<file path="src/rtl/dma_reload_pkg.sv">
package dma_reload_pkg;
  localparam int unsigned REG_DW = 32;

  localparam logic [2:0] RA_CTRL = 3'd0;
  localparam logic [2:0] RA_STAT = 3'd1;
  localparam logic [2:0] RA_SRC  = 3'd2;
  localparam logic [2:0] RA_DST  = 3'd3;
  localparam logic [2:0] RA_CNT  = 3'd4;
  localparam logic [2:0] RA_RSRC = 3'd5;
  localparam logic [2:0] RA_RDST = 3'd6;
  localparam logic [2:0] RA_RCNT = 3'd7;

  localparam int unsigned CB_RUN   = 0;
  localparam int unsigned CB_RLD   = 1;
  localparam int unsigned CB_CTZIE = 2;
  localparam int unsigned CB_DISIE = 3;
  localparam int unsigned CB_IRQEN = 4;

  localparam int unsigned SB_RUN  = 0;
  localparam int unsigned SB_PEND = 1;
  localparam int unsigned SB_CZ0  = 2;  // first of four W1C cause bits
  localparam int unsigned N_CAUSE = 4;  // ctz, reload, bus error, timeout

  typedef struct packed {
    logic irq_en;
    logic dis_ie;
    logic ctz_ie;
    logic rld_en;
  } ctrl_t;

  typedef enum logic [1:0] {XS_IDLE, XS_RD, XS_WR} xfer_state_e;
endpackage

</file>
<file path="src/rtl/dma_xfer_fsm.sv">
module dma_xfer_fsm
  import dma_reload_pkg::*;
#(
  parameter int unsigned AW = 32,
  parameter int unsigned DW = 32
) (
  input  logic          clk_i,
  input  logic          rst_ni,
  input  logic          run_i,
  input  logic          last_i,
  input  logic [AW-1:0] src_i,
  input  logic [AW-1:0] dst_i,
  output logic          mem_req_o,
  output logic          mem_we_o,
  output logic [AW-1:0] mem_addr_o,
  output logic [DW-1:0] mem_wdata_o,
  input  logic [DW-1:0] mem_rdata_i,
  input  logic          mem_ack_i,
  input  logic          mem_err_i,
  input  logic          mem_tmo_i,
  output logic          word_done_o,
  output logic          bus_err_ev_o,
  output logic          tmo_ev_o,
  output logic          fault_o
);
  xfer_state_e state_q, state_d;
  logic [DW-1:0] data_q;

  assign mem_req_o    = (state_q != XS_IDLE);
  assign mem_we_o     = (state_q == XS_WR);
  assign mem_addr_o   = mem_we_o ? dst_i : src_i;
  assign mem_wdata_o  = data_q;
  assign fault_o      = mem_req_o & (mem_err_i | mem_tmo_i);
  assign bus_err_ev_o = mem_req_o & mem_err_i;
  assign tmo_ev_o     = mem_req_o & mem_tmo_i & ~mem_err_i;
  assign word_done_o  = (state_q == XS_WR) & mem_ack_i & ~fault_o;

  always_comb begin
    state_d = state_q;
    unique case (state_q)
      XS_IDLE: if (run_i) state_d = XS_RD;
      XS_RD: begin
        if (fault_o)        state_d = XS_IDLE;
        else if (mem_ack_i) state_d = XS_WR;
      end
      XS_WR: begin
        if (fault_o)        state_d = XS_IDLE;
        else if (mem_ack_i) state_d = last_i ? XS_IDLE : XS_RD;
      end
      default: state_d = XS_IDLE;
    endcase
  end

  always_ff @(posedge clk_i or negedge rst_ni) begin
    if (!rst_ni) begin
      state_q <= XS_IDLE;
      data_q  <= '0;
    end else begin
      state_q <= state_d;
      if (state_q == XS_RD && mem_ack_i && !fault_o) data_q <= mem_rdata_i;
    end
  end

  p_req_hold_r3: assert property (@(posedge clk_i) disable iff (!rst_ni)
    (mem_req_o && !mem_ack_i && !mem_err_i && !mem_tmo_i)
    |=> (mem_req_o && $stable(mem_addr_o) && $stable(mem_we_o)));

  p_fault_stop_r8: assert property (@(posedge clk_i) disable iff (!rst_ni)
    fault_o |=> !mem_req_o);
endmodule

</file>
<file path="src/rtl/dma_chan_regs.sv">
module dma_chan_regs
  import dma_reload_pkg::*;
#(
  parameter int unsigned AW   = 32,
  parameter int unsigned CW   = 16,
  parameter int unsigned STEP = 4
) (
  input  logic              clk_i,
  input  logic              rst_ni,
  input  logic              reg_we_i,
  input  logic [2:0]        reg_addr_i,
  input  logic [REG_DW-1:0] reg_wdata_i,
  input  logic              word_done_i,
  input  logic              fault_i,
  output logic              ch_st_o,
  output ctrl_t             ctrl_o,
  output logic [AW-1:0]     src_o,
  output logic [AW-1:0]     dst_o,
  output logic [CW-1:0]     cnt_o,
  output logic [AW-1:0]     rsrc_o,
  output logic [AW-1:0]     rdst_o,
  output logic [CW-1:0]     rcnt_o,
  output logic              last_o,
  output logic              ctz_ev_o,
  output logic              rld_ev_o,
  output logic              stop_ev_o
);
  logic ch_st_q;
  ctrl_t ctrl_q;
  logic [AW-1:0] src_q, dst_q, rsrc_q, rdst_q;
  logic [CW-1:0] cnt_q, rcnt_q;
  logic is_last, done_ev, wr_ctrl, wr_active;

  assign is_last   = (cnt_q <= CW'(STEP));
  assign ctz_ev_o  = word_done_i & is_last;
  assign rld_ev_o  = ctz_ev_o & ctrl_q.rld_en;
  assign done_ev   = ctz_ev_o & ~ctrl_q.rld_en;
  assign stop_ev_o = ch_st_q & (done_ev | fault_i);
  assign last_o    = is_last & ~ctrl_q.rld_en;
  assign wr_ctrl   = reg_we_i && reg_addr_i == RA_CTRL;
  assign wr_active = reg_we_i && !ch_st_q;

  always_ff @(posedge clk_i or negedge rst_ni) begin
    if (!rst_ni) begin
      ch_st_q <= 1'b0;
      ctrl_q  <= '0;
      src_q   <= '0;
      dst_q   <= '0;
      cnt_q   <= '0;
      rsrc_q  <= '0;
      rdst_q  <= '0;
      rcnt_q  <= '0;
    end else begin
      if (stop_ev_o)                           ch_st_q <= 1'b0;
      else if (wr_ctrl && reg_wdata_i[CB_RUN]) ch_st_q <= 1'b1;

      // a software write to control wins over the self-clear of reload-arm
      if (wr_ctrl) begin
        ctrl_q.rld_en <= reg_wdata_i[CB_RLD];
        ctrl_q.ctz_ie <= reg_wdata_i[CB_CTZIE];
        ctrl_q.dis_ie <= reg_wdata_i[CB_DISIE];
        ctrl_q.irq_en <= reg_wdata_i[CB_IRQEN];
      end else if (rld_ev_o) begin
        ctrl_q.rld_en <= 1'b0;
      end

      if (rld_ev_o) begin
        src_q <= rsrc_q;
        dst_q <= rdst_q;
        cnt_q <= rcnt_q;
      end else if (word_done_i) begin
        src_q <= src_q + AW'(STEP);
        dst_q <= dst_q + AW'(STEP);
        cnt_q <= cnt_q - CW'(STEP);
      end else if (wr_active) begin
        if (reg_addr_i == RA_SRC) src_q <= reg_wdata_i[AW-1:0];
        if (reg_addr_i == RA_DST) dst_q <= reg_wdata_i[AW-1:0];
        if (reg_addr_i == RA_CNT) cnt_q <= reg_wdata_i[CW-1:0];
      end

      if (reg_we_i && reg_addr_i == RA_RSRC) rsrc_q <= reg_wdata_i[AW-1:0];
      if (reg_we_i && reg_addr_i == RA_RDST) rdst_q <= reg_wdata_i[AW-1:0];
      if (reg_we_i && reg_addr_i == RA_RCNT) rcnt_q <= reg_wdata_i[CW-1:0];
    end
  end

  logic unused_wdata;
  assign unused_wdata = ^reg_wdata_i;

  assign ch_st_o = ch_st_q;
  assign ctrl_o  = ctrl_q;
  assign src_o   = src_q;
  assign dst_o   = dst_q;
  assign cnt_o   = cnt_q;
  assign rsrc_o  = rsrc_q;
  assign rdst_o  = rdst_q;
  assign rcnt_o  = rcnt_q;

  p_reload_copy_r4: assert property (@(posedge clk_i) disable iff (!rst_ni)
    (rld_ev_o && !wr_ctrl) |=> (ch_st_q && cnt_q == $past(rcnt_q)
                                && src_q == $past(rsrc_q) && !ctrl_q.rld_en));

  p_done_idle_r5: assert property (@(posedge clk_i) disable iff (!rst_ni)
    (ch_st_q && done_ev) |=> !ch_st_q);

  p_active_hold_r12: assert property (@(posedge clk_i) disable iff (!rst_ni)
    (ch_st_q && !word_done_i) |=> ($stable(src_q) && $stable(dst_q) && $stable(cnt_q)));
endmodule

</file>
<file path="src/rtl/dma_irq_ctrl.sv">
module dma_irq_ctrl
  import dma_reload_pkg::*;
(
  input  logic               clk_i,
  input  logic               rst_ni,
  input  logic               stat_wr_i,
  input  logic [N_CAUSE-1:0] clr_i,
  input  logic               ctz_ev_i,
  input  logic               rld_ev_i,
  input  logic               bus_err_ev_i,
  input  logic               tmo_ev_i,
  input  logic               stop_ev_i,
  input  ctrl_t              ctrl_i,
  output logic [N_CAUSE-1:0] cause_o,
  output logic               ipend_o,
  output logic               irq_o
);
  logic [N_CAUSE-1:0] cause_q, set_vec, clr_vec;
  logic ipend_q, pend_set;

  assign set_vec  = {tmo_ev_i & ctrl_i.dis_ie, bus_err_ev_i, rld_ev_i, ctz_ev_i};
  assign clr_vec  = stat_wr_i ? clr_i : '0;
  assign pend_set = (ctz_ev_i & ctrl_i.ctz_ie) | (stop_ev_i & ctrl_i.dis_ie);

  for (genvar i = 0; i < N_CAUSE; i++) begin : g_cause
    always_ff @(posedge clk_i or negedge rst_ni) begin
      if (!rst_ni) cause_q[i] <= 1'b0;
      else         cause_q[i] <= set_vec[i] | (cause_q[i] & ~clr_vec[i]);
    end
  end

  always_ff @(posedge clk_i or negedge rst_ni) begin
    if (!rst_ni) ipend_q <= 1'b0;
    else         ipend_q <= pend_set | (ipend_q & ~(|clr_vec));
  end

  assign cause_o = cause_q;
  assign ipend_o = ipend_q;
  assign irq_o   = ipend_q & ctrl_i.irq_en;

  p_ctz_pend_r6: assert property (@(posedge clk_i) disable iff (!rst_ni)
    (ctz_ev_i && ctrl_i.ctz_ie) |=> ipend_q);

  p_stop_pend_r7: assert property (@(posedge clk_i) disable iff (!rst_ni)
    (stop_ev_i && ctrl_i.dis_ie) |=> ipend_q);

  p_set_wins_r10: assert property (@(posedge clk_i) disable iff (!rst_ni)
    (ctz_ev_i && clr_vec[0]) |=> cause_q[0]);

  p_tmo_gated_r8: assert property (@(posedge clk_i) disable iff (!rst_ni)
    (!ctrl_i.dis_ie && !cause_q[3]) |=> !cause_q[3]);
endmodule

</file>
<file path="src/rtl/dma_reload_chan.sv">
module dma_reload_chan
  import dma_reload_pkg::*;
#(
  parameter int unsigned AW = 32,
  parameter int unsigned DW = 32,
  parameter int unsigned CW = 16
) (
  input  logic              clk_i,
  input  logic              rst_ni,
  input  logic              reg_we_i,
  input  logic [2:0]        reg_addr_i,
  input  logic [REG_DW-1:0] reg_wdata_i,
  output logic [REG_DW-1:0] reg_rdata_o,
  output logic              mem_req_o,
  output logic              mem_we_o,
  output logic [AW-1:0]     mem_addr_o,
  output logic [DW-1:0]     mem_wdata_o,
  input  logic [DW-1:0]     mem_rdata_i,
  input  logic              mem_ack_i,
  input  logic              mem_err_i,
  input  logic              mem_tmo_i,
  output logic              irq_o
);
  localparam int unsigned STEP = DW / 8;

  logic ch_st, last, word_done, fault, bus_err_ev, tmo_ev;
  logic ctz_ev, rld_ev, stop_ev, ipend;
  ctrl_t ctrl;
  logic [AW-1:0] src, dst, rsrc, rdst;
  logic [CW-1:0] cnt, rcnt;
  logic [N_CAUSE-1:0] cause;

  dma_chan_regs #(.AW(AW), .CW(CW), .STEP(STEP)) i_regs (
    .clk_i, .rst_ni, .reg_we_i, .reg_addr_i, .reg_wdata_i,
    .word_done_i(word_done), .fault_i(fault),
    .ch_st_o(ch_st), .ctrl_o(ctrl),
    .src_o(src), .dst_o(dst), .cnt_o(cnt),
    .rsrc_o(rsrc), .rdst_o(rdst), .rcnt_o(rcnt),
    .last_o(last), .ctz_ev_o(ctz_ev), .rld_ev_o(rld_ev), .stop_ev_o(stop_ev)
  );

  dma_xfer_fsm #(.AW(AW), .DW(DW)) i_fsm (
    .clk_i, .rst_ni, .run_i(ch_st), .last_i(last),
    .src_i(src), .dst_i(dst),
    .mem_req_o, .mem_we_o, .mem_addr_o, .mem_wdata_o,
    .mem_rdata_i, .mem_ack_i, .mem_err_i, .mem_tmo_i,
    .word_done_o(word_done), .bus_err_ev_o(bus_err_ev),
    .tmo_ev_o(tmo_ev), .fault_o(fault)
  );

  dma_irq_ctrl i_irq (
    .clk_i, .rst_ni,
    .stat_wr_i(reg_we_i && reg_addr_i == RA_STAT),
    .clr_i(reg_wdata_i[SB_CZ0 +: N_CAUSE]),
    .ctz_ev_i(ctz_ev), .rld_ev_i(rld_ev), .bus_err_ev_i(bus_err_ev),
    .tmo_ev_i(tmo_ev), .stop_ev_i(stop_ev), .ctrl_i(ctrl),
    .cause_o(cause), .ipend_o(ipend), .irq_o
  );

  always_comb begin
    reg_rdata_o = '0;
    unique case (reg_addr_i)
      RA_CTRL: reg_rdata_o = REG_DW'({ctrl.irq_en, ctrl.dis_ie, ctrl.ctz_ie, ctrl.rld_en, ch_st});
      RA_STAT: reg_rdata_o = REG_DW'({cause, ipend, ch_st});
      RA_SRC:  reg_rdata_o = REG_DW'(src);
      RA_DST:  reg_rdata_o = REG_DW'(dst);
      RA_CNT:  reg_rdata_o = REG_DW'(cnt);
      RA_RSRC: reg_rdata_o = REG_DW'(rsrc);
      RA_RDST: reg_rdata_o = REG_DW'(rdst);
      RA_RCNT: reg_rdata_o = REG_DW'(rcnt);
      default: reg_rdata_o = '0;
    endcase
  end

  p_run_needs_req_r5: assert property (@(posedge clk_i) disable iff (!rst_ni)
    (!ch_st && !mem_req_o) |=> !mem_req_o || ch_st);
endmodule

</file>
<file path="config.mk">
export PLATFORM = sky130hd
export DESIGN_NAME = dma_reload_chan
export DESIGN_NICKNAME = d
export VERILOG_FILES = /design/src/rtl/dma_reload_pkg.sv /design/src/rtl/dma_xfer_fsm.sv /design/src/rtl/dma_chan_regs.sv /design/src/rtl/dma_irq_ctrl.sv /design/src/rtl/dma_reload_chan.sv
export SDC_FILE = /design/constraint.sdc
export NUM_CORES = 1
export LEC_CHECK = 0
export ABC_AREA = 1
export BUFFER_PORTS_ARGS = -buffer_cell sky130_fd_sc_hd__buf_2
export CAP_MARGIN = 20
export CORE_ASPECT_RATIO = 1.5
export CORE_MARGIN = 2
export CORE_UTILIZATION = 55
export DETAILED_ROUTE_END_ITERATION = 8
export PLACE_DENSITY = 0.84
export SYNTH_ARGS = -nofsm -noshare
export SYNTH_HDL_FRONTEND = slang
export SYNTH_HIERARCHICAL = 1
export SYNTH_SLANG_ARGS = --single-unit
</file>
<file path="constraint.sdc">
create_clock -name clk_i -period 4.4 [get_ports clk_i]
set_clock_uncertainty 0.1 [all_clocks]
set_input_delay 0 -clock clk_i [delete_from_list [all_inputs] [get_ports clk_i]]
set_output_delay 0 -clock clk_i [all_outputs]
set_load 0.01 [all_outputs]
</file>
# After elaboration in Yosys (flattened, before gate mapping)
# Cells that the tools add are included.
[word_totals] reg_bits=204 inputBits=73 output_inout_bits=99 elab_cells=121
[classes] addsub=3 order_cmp=1 n_eq_ne=12 muxes=26 bitwise=36 n_reduce_logical=25
[op_table] cell="$mux 32" count=9
[op_table] cell="$pmux 32 s8" count=1
[op_table] cell="$add 32x3->32 const B" count=2
[op_table] cell="$mux 16" count=4
[op_table] cell="$and 1x1->1" count=20
[op_table] cell="$le 16x3->1 const B" count=1
[op_table] cell="$sub 16x3->16 const B" count=1
[op_table] cell="$eq 3x3->1 const B" count=4
[op_table] cell="$reduce_bool 3->1" count=4
[op_table] cell="$mux 2" count=5
[op_table] cell="$logic_and 1x1->1" count=9
[op_table] cell="$not 1->1" count=8
[op_table] cell="$or 1x1->1" count=8
[op_table] cell="$eq 3x2->1 const B" count=2
[op_table] cell="$pmux 2 s3" count=1
[op_table] cell="$reduce_and 2->1" count=3
[op_table] cell="$reduce_bool 2->1" count=3
[op_table] cell="$mux 1" count=5
[op_table] cell="$mux 4" count=1
[op_table] cell="$reduce_or 4->1" count=1
[op_table] cell="$eq 3x1->1 const B" count=1
[op_table] cell="$logic_not 3->1" count=1
[op_table] cell="$ne 3x2->1 const B" count=1
[op_table] cell="$ne 3x3->1 const B" count=1
[op_table] cell="other kinds (6)" count=7

# Logic depth before layout (Yosys ltp)
# Gate-level depths: netlist of the first run.
[logic_depth] depth_word=11 ltp_mapped=14 ltp_nobuf=14

# Cells and area by module
# The synthesis of the first run kept the hierarchy.
[modules_own_cells] mod="dma_chan_regs" instances=1 cells_each=1601 area_each_um2=10149.7 seq_area_each_um2=4129.0
[modules_own_cells] mod="dma_xfer_fsm" instances=1 cells_each=270 area_each_um2=1840.5 seq_area_each_um2=850.8
[modules_own_cells] mod="dma_reload_chan" instances=1 cells_each=317 area_each_um2=1490.2 seq_area_each_um2=0.0
[modules_own_cells] mod="dma_irq_ctrl" instances=1 cells_each=25 area_each_um2=219.0 seq_area_each_um2=125.1

# Worst setup path before layout of the first run
# OpenSTA, ideal clock, no wires.
[synth_timing] kind="register to register" start="register i_fsm.state_q[0]" end="register i_regs.src_q[8] (netlist: i_regs/src_o[8])" setup_time_ns=0.118 t_arrival_ns=1.877 required_ns=4.182 slack_ns=2.305 path_stages_with_launch=11 path_buffers=2 synth_period_minus_slack_ns=2.095 cell_sequence="dfrtp_1 nor2_2 nand2_1 nor2_1 buf_2 nand4_4 nor2_4 buf_4 nand2_1 nand3_1 nand2_1"
[synth_via] elab_chain_len=8 word_cells_on_any_way=13 cone_classes="eq/ne (1); mux (2); bitwise (6); reduce/logical (4)"
[synth_lines] element="start: declaration" line_no="dma_xfer_fsm.sv:26" text="xfer_state_e state_q, state_d;"
[synth_lines] element="start signal: assignment" line_no="dma_xfer_fsm.sv:59" text="state_q <= state_d;"
[synth_lines] element="$reduce_bool 2->1" line_no="dma_xfer_fsm.sv:29" text="assign mem_req_o = (state_q != XS_IDLE);"
[synth_lines] element="$and 1x1->1" line_no="dma_xfer_fsm.sv:33" text="assign fault_o = mem_req_o & (mem_err_i | mem_tmo_i);"
[synth_lines] element="$not 1->1" line_no="dma_xfer_fsm.sv:36" text="assign word_done_o = (state_q == XS_WR) & mem_ack_i & ~fault_o;"
[synth_lines] element="$and 1x1->1 (*)" line_no="dma_xfer_fsm.sv:36"
[synth_lines] element="via word_done" line_no="dma_reload_chan.sv:26" text="logic ch_st, last, word_done, fault, bus_err_ev, tmo_ev;"
[synth_lines] element="$and 1x1->1" line_no="dma_chan_regs.sv:35" text="assign ctz_ev_o = word_done_i & is_last;"
[synth_lines] element="$and 1x1->1" line_no="dma_chan_regs.sv:36" text="assign rld_ev_o = ctz_ev_o & ctrl_q.rld_en;"
[synth_lines] element="$reduce_bool 3->1 (no source line)"
[synth_lines] element="$reduce_and 2->1 (no source line)"
[synth_lines] element="end signal: assignment" line_no="dma_chan_regs.sv:68" text="src_q <= rsrc_q;"
[synth_lines] element="end signal: assignment" line_no="dma_chan_regs.sv:72" text="src_q <= src_q + AW'(STEP);"
[synth_lines] element="end signal: assignment" line_no="dma_chan_regs.sv:76" text="if (reg_addr_i == RA_SRC) src_q <= reg_wdata_i[AW-1:0];"
[synth_lines] element="end: declaration" line_no="dma_chan_regs.sv:30" text="logic [AW-1:0] src_q, dst_q, rsrc_q, rdst_q;"
# Mark *: on every way through the listed nets, which the timed path passes. The rest lies on a longest branch.
# A chain may end at the register's enable or synchronous reset.

# Worst setup path in the final report of the first run
[layout_timing] start="register i_fsm.state_q[0]" end="register i_regs.src_q[1] (netlist: i_regs/src_o[1])"
# The elaborated chain is that of the path after synthesis.

==> results of run 1 <==
Yosys cell counts (7+ instances only):
| cell | n | area share, % |
|---|---|---|
| a21oi_1 | 58 | 2.1 |
| buf_2 | 36 | 1.3 |
| buf_4 | 12 | 0.66 |
| buf_6 | 7 | 0.58 |
| clkbuf_1 | 40 | 1.1 |
| dfrtp_1 | 204 | 37 |
| inv_1 | 234 | 6.4 |
| inv_2 | 8 | 0.22 |
| nand2_1 | 996 | 27 |
| nand3_1 | 184 | 6.7 |
| nand4_1 | 75 | 3.4 |
| nor2_1 | 194 | 5.3 |
| o21ai_0 | 105 | 3.8 |
repair_timing:
action                     in CTS  in global routing
hold endpoints to repair      286                  0
hold buffers                  104                  0
setup endpoints to repair       0                  0
flip-flops by register name, indices dropped and copies added (netlist names):
signal             flops
i_irq/cause_o          4
i_regs/rsrc_o         32
i_regs/ch_st_o         1
i_regs/rdst_o         32
i_regs/src_o          32
i_irq/ipend_o          1
i_fsm/mem_wdata_o     32
i_regs/dst_o          32
i_regs/cnt_o          16
i_fsm/state_q          2
i_regs/rcnt_o         16
i_regs/ctrl_o          4
kinds of logic (layout without fill, tap and decap cells):
kind of cell	count (synthesis)	count (layout)	synth area share, %
and+or+nand+nor	1479	1479	44.7
buffers and inverters	341	578	10.4
DFF	204	204	37.3
AOI/OAI and AO/OA	179	179	6.88
xor gates and xnor gates	6	6	0.384
adders and majority gates	4	4	0.365
metrics by stage:
step	worst slack, ns	utilization, %	area [um^2]	power [uW]
CTS	1.29	67.1	16400	7990
floorplan	2.31	-	13700	4840
detailed placement	1.30	59.9	14600	6020
global placement	1.36	59.9	14600	5930
global route	0.893	67.1	16400	8610
finish	1.07	67.1	16400	8140
cell type report:
cell class / instances / area (um^2) / share of cell area, %
Timing Repair Buffer: 295 / 2060 / 12.5
Inverter: 245 / 920 / 5.61
Sequential cell: 204 / 5100 / 31.1
Clock inverter: 8 / 123 / 0.748
Clock buffer: 30 / 599 / 3.66
Tap cell: 324 / 405 / 2.47
Multi-Input combinational cell: 1668 / 7190 / 43.8
worst register-to-register path, stage by stage (launching register included):
cell	delay (ns)
dfrtp_1	0.44
nor2_2	0.21
nand2_1	0.16
nor2_4	0.59
inv_2	0.35
o21ai_1	0.21
nand2_1	0.07
buf_4	0.30
inv_1	0.45
nand2_1	0.19
clkinv_1	0.10
nand2_1	0.05
nand2_1	0.05
metal layers:
layer	GRT usage, %	vias up	wire (um)
li1	-	7355	-
met1	42.6	7244	18100
met2	70.1	953	25700
met3	5.29	240	3910
met4	25.3	0	3660
met5	0	-	0
worst max-delay path by stage:
stage | to | slack [ns] | depth (start not counted)
after floorplan | i_regs/src_o[8] | 2.31 | 10
after global routing | i_regs/src_o[1] | 0.89 | 12
after CTS | i_regs/src_o[1] | 1.29 | 11
final | i_regs/src_o[1] | 1.07 | 12
after detailed placement | i_regs/src_o[1] | 1.30 | 11
after global placement | i_regs/src_o[1] | 1.36 | 11
power groups by stage:
stage / logic, uW / clock network (uW) / registers, uW
floorplan: 1670 / 0 / 3170
CTS: 2650 / 1920 / 3420
global route: 3060 / 1990 / 3550
detailed placement: 2570 / 0 / 3450
global placement: 2500 / 0 / 3430
finish: 2750 / 1910 / 3490
==> impl_metrics.csv, run 1 <==
group,metric,value,unit
worst_setup_path,rrSetupSlack,1.07,ns
synth,yosysSeqAreaShare,37.3,%
worst_setup_path,rr_startpoint,"i_fsm/state_q[0]",
synth,yosysWarningCount,6,
synth,synth_edf_count,0,
final_layout,n_antenna_cell,0,
synth,ys_ff_latch,204,
synth,async_reset_ff_share,100,%
worst_setup_path,critPathLaunch,"i_fsm/state_q[0]",
clock_tree,cts_tree,"done",
die,ios,172,
power,p_comb_share,33.7,%
global_routing,grt_max_degree,92,
power,power.leakage,0.00874,uW
detailed_routing,vias,15800,
global_routing,first_global_vias,15400,
timing,setup_viol_count_final,0,
timing,whs,-0.0151,ns
global_routing,grtUsageTotal,38.9,%
final_layout,final_cell_mix,"995 x nand2_1, 234 x inv_1, 204 x dfrtp_1",
timing,hold_viol,7,
die,coreArea,24400,um^2
clock_tree,cts_sinks,204,
worst_setup_path,required,4.76,ns
final_layout,drive_gt1_share,10.7,%
worst_setup_path,crit_chain,"nor2_2 -> nand2_1 -> nor2_4 -> inv_2 -> o21ai_1 -> nand2_1 -> buf_4 -> inv_1 -> nand2_1 -> clkinv_1 -> nand2_1 -> nand2_1",
placed_design,port_buffers,171,
clock_tree,htreeDepth,1,
synth,yosysUniqueCellTypes,39,
timing,fmax,301,MHz
power,p_int,4640,uW
placed_design,dp_hpwl,34.5,mm
clock_tree,cts.clk_slew.worst_paths,0.07,ns
detailed_routing,ant_nets,0,
global_routing,grt_first_pass_wirelength,80.5,mm
synth,synth_cells,2213,
final_layout,layout_commonest_cell,"nand2_1",
worst_setup_path,critical_path.max_stage_delay,0.59,ns
final_layout,fillerInstances,2151,
clock_tree,clockRootBuffer,"clkbuf_16",
timing,drv_slew,0,
synth,synth-main-ff-cell,"dfrtp_1",
die,placementRows,70,
worst_setup_path,path_buf_inv,4,
die,die_y,197,um
detailed_routing,first_pass_iters,6,
die,start_util,56.1,%
clock_tree,numCtsBuffers,21,
worst_setup_path,startpoint_type,"flop",
placed_design,dp.cells,2632,
power,power_frac_clock,23.4,%
synth,syn_area,13700,um^2
worst_setup_path,crit_family,"simple AND/OR/NAND/NOR gates",
worst_setup_path,crit_fanout,49,
clock_tree,cts_resized,0,
final_layout,nets,2512,
global_routing,grt-ovfl-total,0,
timing,tightest_slew,1.06,ns
detailed_routing,drtIter0Drc,1618,
worst_setup_path,crit_top_cell,"nand2_1",
placed_design,place_congestion,1.02,
power,cellPowerDensity,496,nW/um^2
final_layout,final_cells,2774,
timing,rsz0062_at_grt,"false",
worst_setup_path,worstSetupEndpointType,"flop",
die,die_x,133,um
worst_setup_path,cp_slowest_cell,"nor2_4",
power,vdd_drop_max,361,uV
detailed_routing,wl_per_cell,18.5,um
power,power_frac_seq,42.8,%
detailed_routing,vias_per_cell,5.69,
worst_setup_path,r2r-end,"i_regs/src_o[1]",
power,switchingPower,3500,uW
die,dieArea,26200,um^2
power,p_sw_share,43.0,%
worst_setup_path,r2r_cells,12,
detailed_routing,drc_errors,0,
timing,post-route-period-util,75.6,%
worst_setup_path,cp.arrival,3.69,ns
timing,finalCriticalPeriod,3.33,ns
flow_run,cap_viol_max_count,0,
synth,syn_nets,2290,
worst_hold_path,holdCritPathClass,"in -> async",
outcome,status,"finished, violations left",
outcome,violations,"negative hold slack",
timing,slew_headroom,29.5,%
synth,syn_area_per_cell,6.19,um^2
final_layout,syn2layout_area_growth,19.7,%
global_routing,antenna_found_initial,0,
timing,tns,0,ns
clock_tree,cts_buffer_depth,3,
clock_tree,cts_setup_buffers,0,
detailed_routing,wl,51.4,mm
worst_setup_path,criticalPathCategory,"reg -> reg",
clock_tree,insertion_delay,0.52,ns
Power figures use the tool's default switching activity.
==> inputs of run 2 (changes only) <==
ABC_AREA = 0   (was 1)
PLACE_DENSITY = 0.85   (was 0.84)
clock period = 3.2 ns   (was 4.4 ns; I/O delays follow)
==> impl_metrics.csv, run 2 <==
group,metric,value,unit
clock_tree,clockRootBuffer,"clkbuf_16",
global_routing,grt_first_pass_wirelength,71.3,mm
clock_tree,numCtsBuffers,21,
die,start_util,56.0,%
final_layout,final_cell_mix,"204 x dfrtp_1, 169 x buf_2, 137 x mux2_2",
global_routing,first_global_vias,12200,
worst_setup_path,crit_chain,"dlygate4sd3_1 -> buf_2 -> nor2_2 -> dlygate4sd3_1 -> nand3_1 -> clkinv_2 -> inv_1 -> nor4_2 -> o21a_1 -> a222oi_1 -> o21ai_1 -> dlygate4sd3_1",
timing,rsz0062_at_grt,"false",
final_layout,layout_commonest_cell,"dfrtp_1",
timing,fmax,322,MHz
synth,yosysSeqAreaShare,40.7,%
die,coreArea,22400,um^2
timing,tightest_slew,1.13,ns
placed_design,port_buffers,171,
worst_setup_path,path_buf_inv,6,
detailed_routing,vias_per_cell,7.05,
synth,synthAdderAreaFrac,0.399,%
synth,ys_ff_latch,204,
detailed_routing,wl_per_cell,26.6,um
timing,fin_ws,0.0960,ns
final_layout,drive_gt1_share,30.0,%
die,placementRows,67,
worst_setup_path,cp_slowest_cell,"dlygate4sd3_1",
final_layout,nets,1547,
detailed_routing,wl,46.8,mm
placed_design,dpl_cell_area,13700,um^2
worst_setup_path,worstSetupEndpointType,"flop",
die,dieArea,24000,um^2
flow_run,cap_viol_max_count,0,
worst_setup_path,critical_path.max_stage_delay,0.58,ns
synth,synth_top_cells_by_area,"dfrtp_1 41%, mux2_2 12%, mux2_4 3.5%, mux2i_1 3.4%, a21oi_1 3.2%",
synth,synth.most_common_cell,"dfrtp_1",
power,power.leakage,0.00667,uW
synth,synth_xor_area_share,2.38,%
synth,syn_area_per_cell,10.0,um^2
outcome,status,"finished, final reports clean",
detailed_routing,drtIter0Drc,1567,
synth,syn_nets,1328,
timing,post-route-period-util,97.0,%
timing,hold_viol,0,
clock_tree,insertion_delay,0.52,ns
global_routing,antenna_found_initial,1,
synth,yosysWarningCount,6,
power,switchingPower,4680,uW
global_routing,grt_max_degree,85,
power,cellPowerDensity,776,nW/um^2
detailed_routing,vias,12400,
clock_tree,cts_tree,"done",
worst_setup_path,r2r_cells,9,
worst_setup_path,cp.arrival,3.46,ns
synth,synthMuxAreaShare,19.3,%
timing,whs,0.00474,ns
power,power_frac_seq,42.0,%
timing,finalCriticalPeriod,3.10,ns
worst_setup_path,rr_startpoint,"i_regs/cnt_o[3]",
clock_tree,htreeDepth,1,
die,die_x,127,um
synth,netlist_top_cells_count,"204 x dfrtp_1, 137 x mux2_2, 97 x nor2_1",
final_layout,design_area,15200,um^2
synth,synth_cells,1251,
synth,yosys.area_share.simple,15.1,%
worst_setup_path,r2r-end,"i_irq/ipend_o",
placed_design,pre_cts_slack,0.567,ns
worst_setup_path,startpoint_type,"input port",
synth,yosysUniqueCellTypes,73,
power,p_int,7110,uW
worst_setup_path,rrSetupSlack,0.23,ns
timing,setup_viol_count_final,0,
synth,syn_area,12500,um^2
placed_design,dp_hpwl,28.7,mm
die,ios,172,
clock_tree,cts_buffer_depth,3,
clock_tree,cts.clk_slew.worst_paths,0.07,ns
timing,tns,0,ns
worst_setup_path,criticalPathCategory,"in -> reg",
timing,slew_headroom,24.1,%
power,p_comb_share,34.8,%
synth,synth_compound_area_share,17.6,%
worst_hold_path,holdCritPathClass,"in -> async",
placed_design,place_congestion,1.00,
synth,synthDominantCellAreaShare,40.7,%
synth,synth_top_family_by_area,"multiplexers",
synth,synth_edf_count,0,
worst_setup_path,crit_fanout,6,
timing,drv_slew,0,
final_layout,syn2layout_area_growth,21.3,%
worst_setup_path,crit_top_cell,"dlygate4sd3_1",
power,finalPower,11800,uW
synth,synth_area_leader_cell,"dfrtp_1",
worst_setup_path,crit_family,"buffers and inverters",
die,die_y,189,um
power,p_sw_share,39.7,%
clock_tree,cts_sinks,204,
global_routing,grt-ovfl-total,0,
detailed_routing,drc_errors,0,
power,power_frac_clock,23.2,%
power,vdd_drop_max,395,uV
synth,synth-main-ff-cell,"dfrtp_1",
synth,async_reset_ff_share,100,%
detailed_routing,first_pass_iters,7,
global_routing,grtUsageTotal,38.2,%
detailed_routing,ant_nets,0,
worst_setup_path,required,3.56,ns
run 2: cell type report:
type | instances | area, um^2
clock inverters | 12 | 168
fillers | 1637 | 7180
repair buffers | 290 | 2030
well taps | 276 | 345
clock buffers | 26 | 574
multi-input cells | 934 | 6910
flip-flops and latches | 204 | 5100
inverters | 19 | 72.6
diodes | 1 | 2.50
run 2: kinds of logic (layout without fill, tap and decap cells):
kind of cell | count (synthesis) | in the layout
mux | 210 | 210
fa+ha+maj | 4 | 4
buf+inv | 113 | 347
other cells | 0 | 1
xor+xnor | 34 | 34
flops | 204 | 204
compound gates | 319 | 319
simple gates | 367 | 367
run 2: metrics by stage:
| step | util, % | std cells |
|---|---|---|
| detailed placement | 61.2 | 1646 |
| finish | 67.9 | 1762 |
| global route | 67.9 | 1761 |
| floorplan | - | 1251 |
| CTS | 67.8 | 1759 |
| global placement | 61.2 | 1646 |
run 2: how the worst max path moves through the flow:
stage	from	to	slack [ns]	cells after the start
after floorplan	i_fsm/state_q[0]	i_regs/cnt_o[10]	0.61	12
after global placement	i_regs/cnt_o[3]	i_regs/src_o[10]	0.65	7
after detailed placement	i_regs/dst_o[4]	i_regs/dst_o[21]	0.57	5
after CTS	mem_tmo_i	i_irq/ipend_o	0.08	12
after global routing	mem_err_i	i_irq/ipend_o	0.09	12
final	mem_err_i	i_irq/ipend_o	0.1	12
run 2: power by group through the flow:
stage / sequential [uW] / clock (uW) / combinational [uW]
6_report: 4950 / 2730 / 4110
5_1_grt: 5040 / 2830 / 4380
4_1_cts: 4780 / 2710 / 3920
3_5_place_dp: 4810 / 0 / 3770
3_3_place_gp: 4740 / 0 / 3660
2_1_floorplan: 4420 / 0 / 2600
run 2: per-layer routing:
metal	global-route usage [%]	vias to the layer above	wire, um
li1	-	5133	-
met1	43.7	5974	15600
met2	63.2	1015	22500
met3	8.00	295	4610
met4	27.0	2	4090
met5	0	-	8
run 2: timing repair:
action / 4_1_cts / 5_1_grt
setup buffers: 0 / 1
hold buffers: 75 / 0
endpoints found under the hold margin: 290 / 0
setup endpoints to repair: 0 / 2
resized for setup: 0 / 1
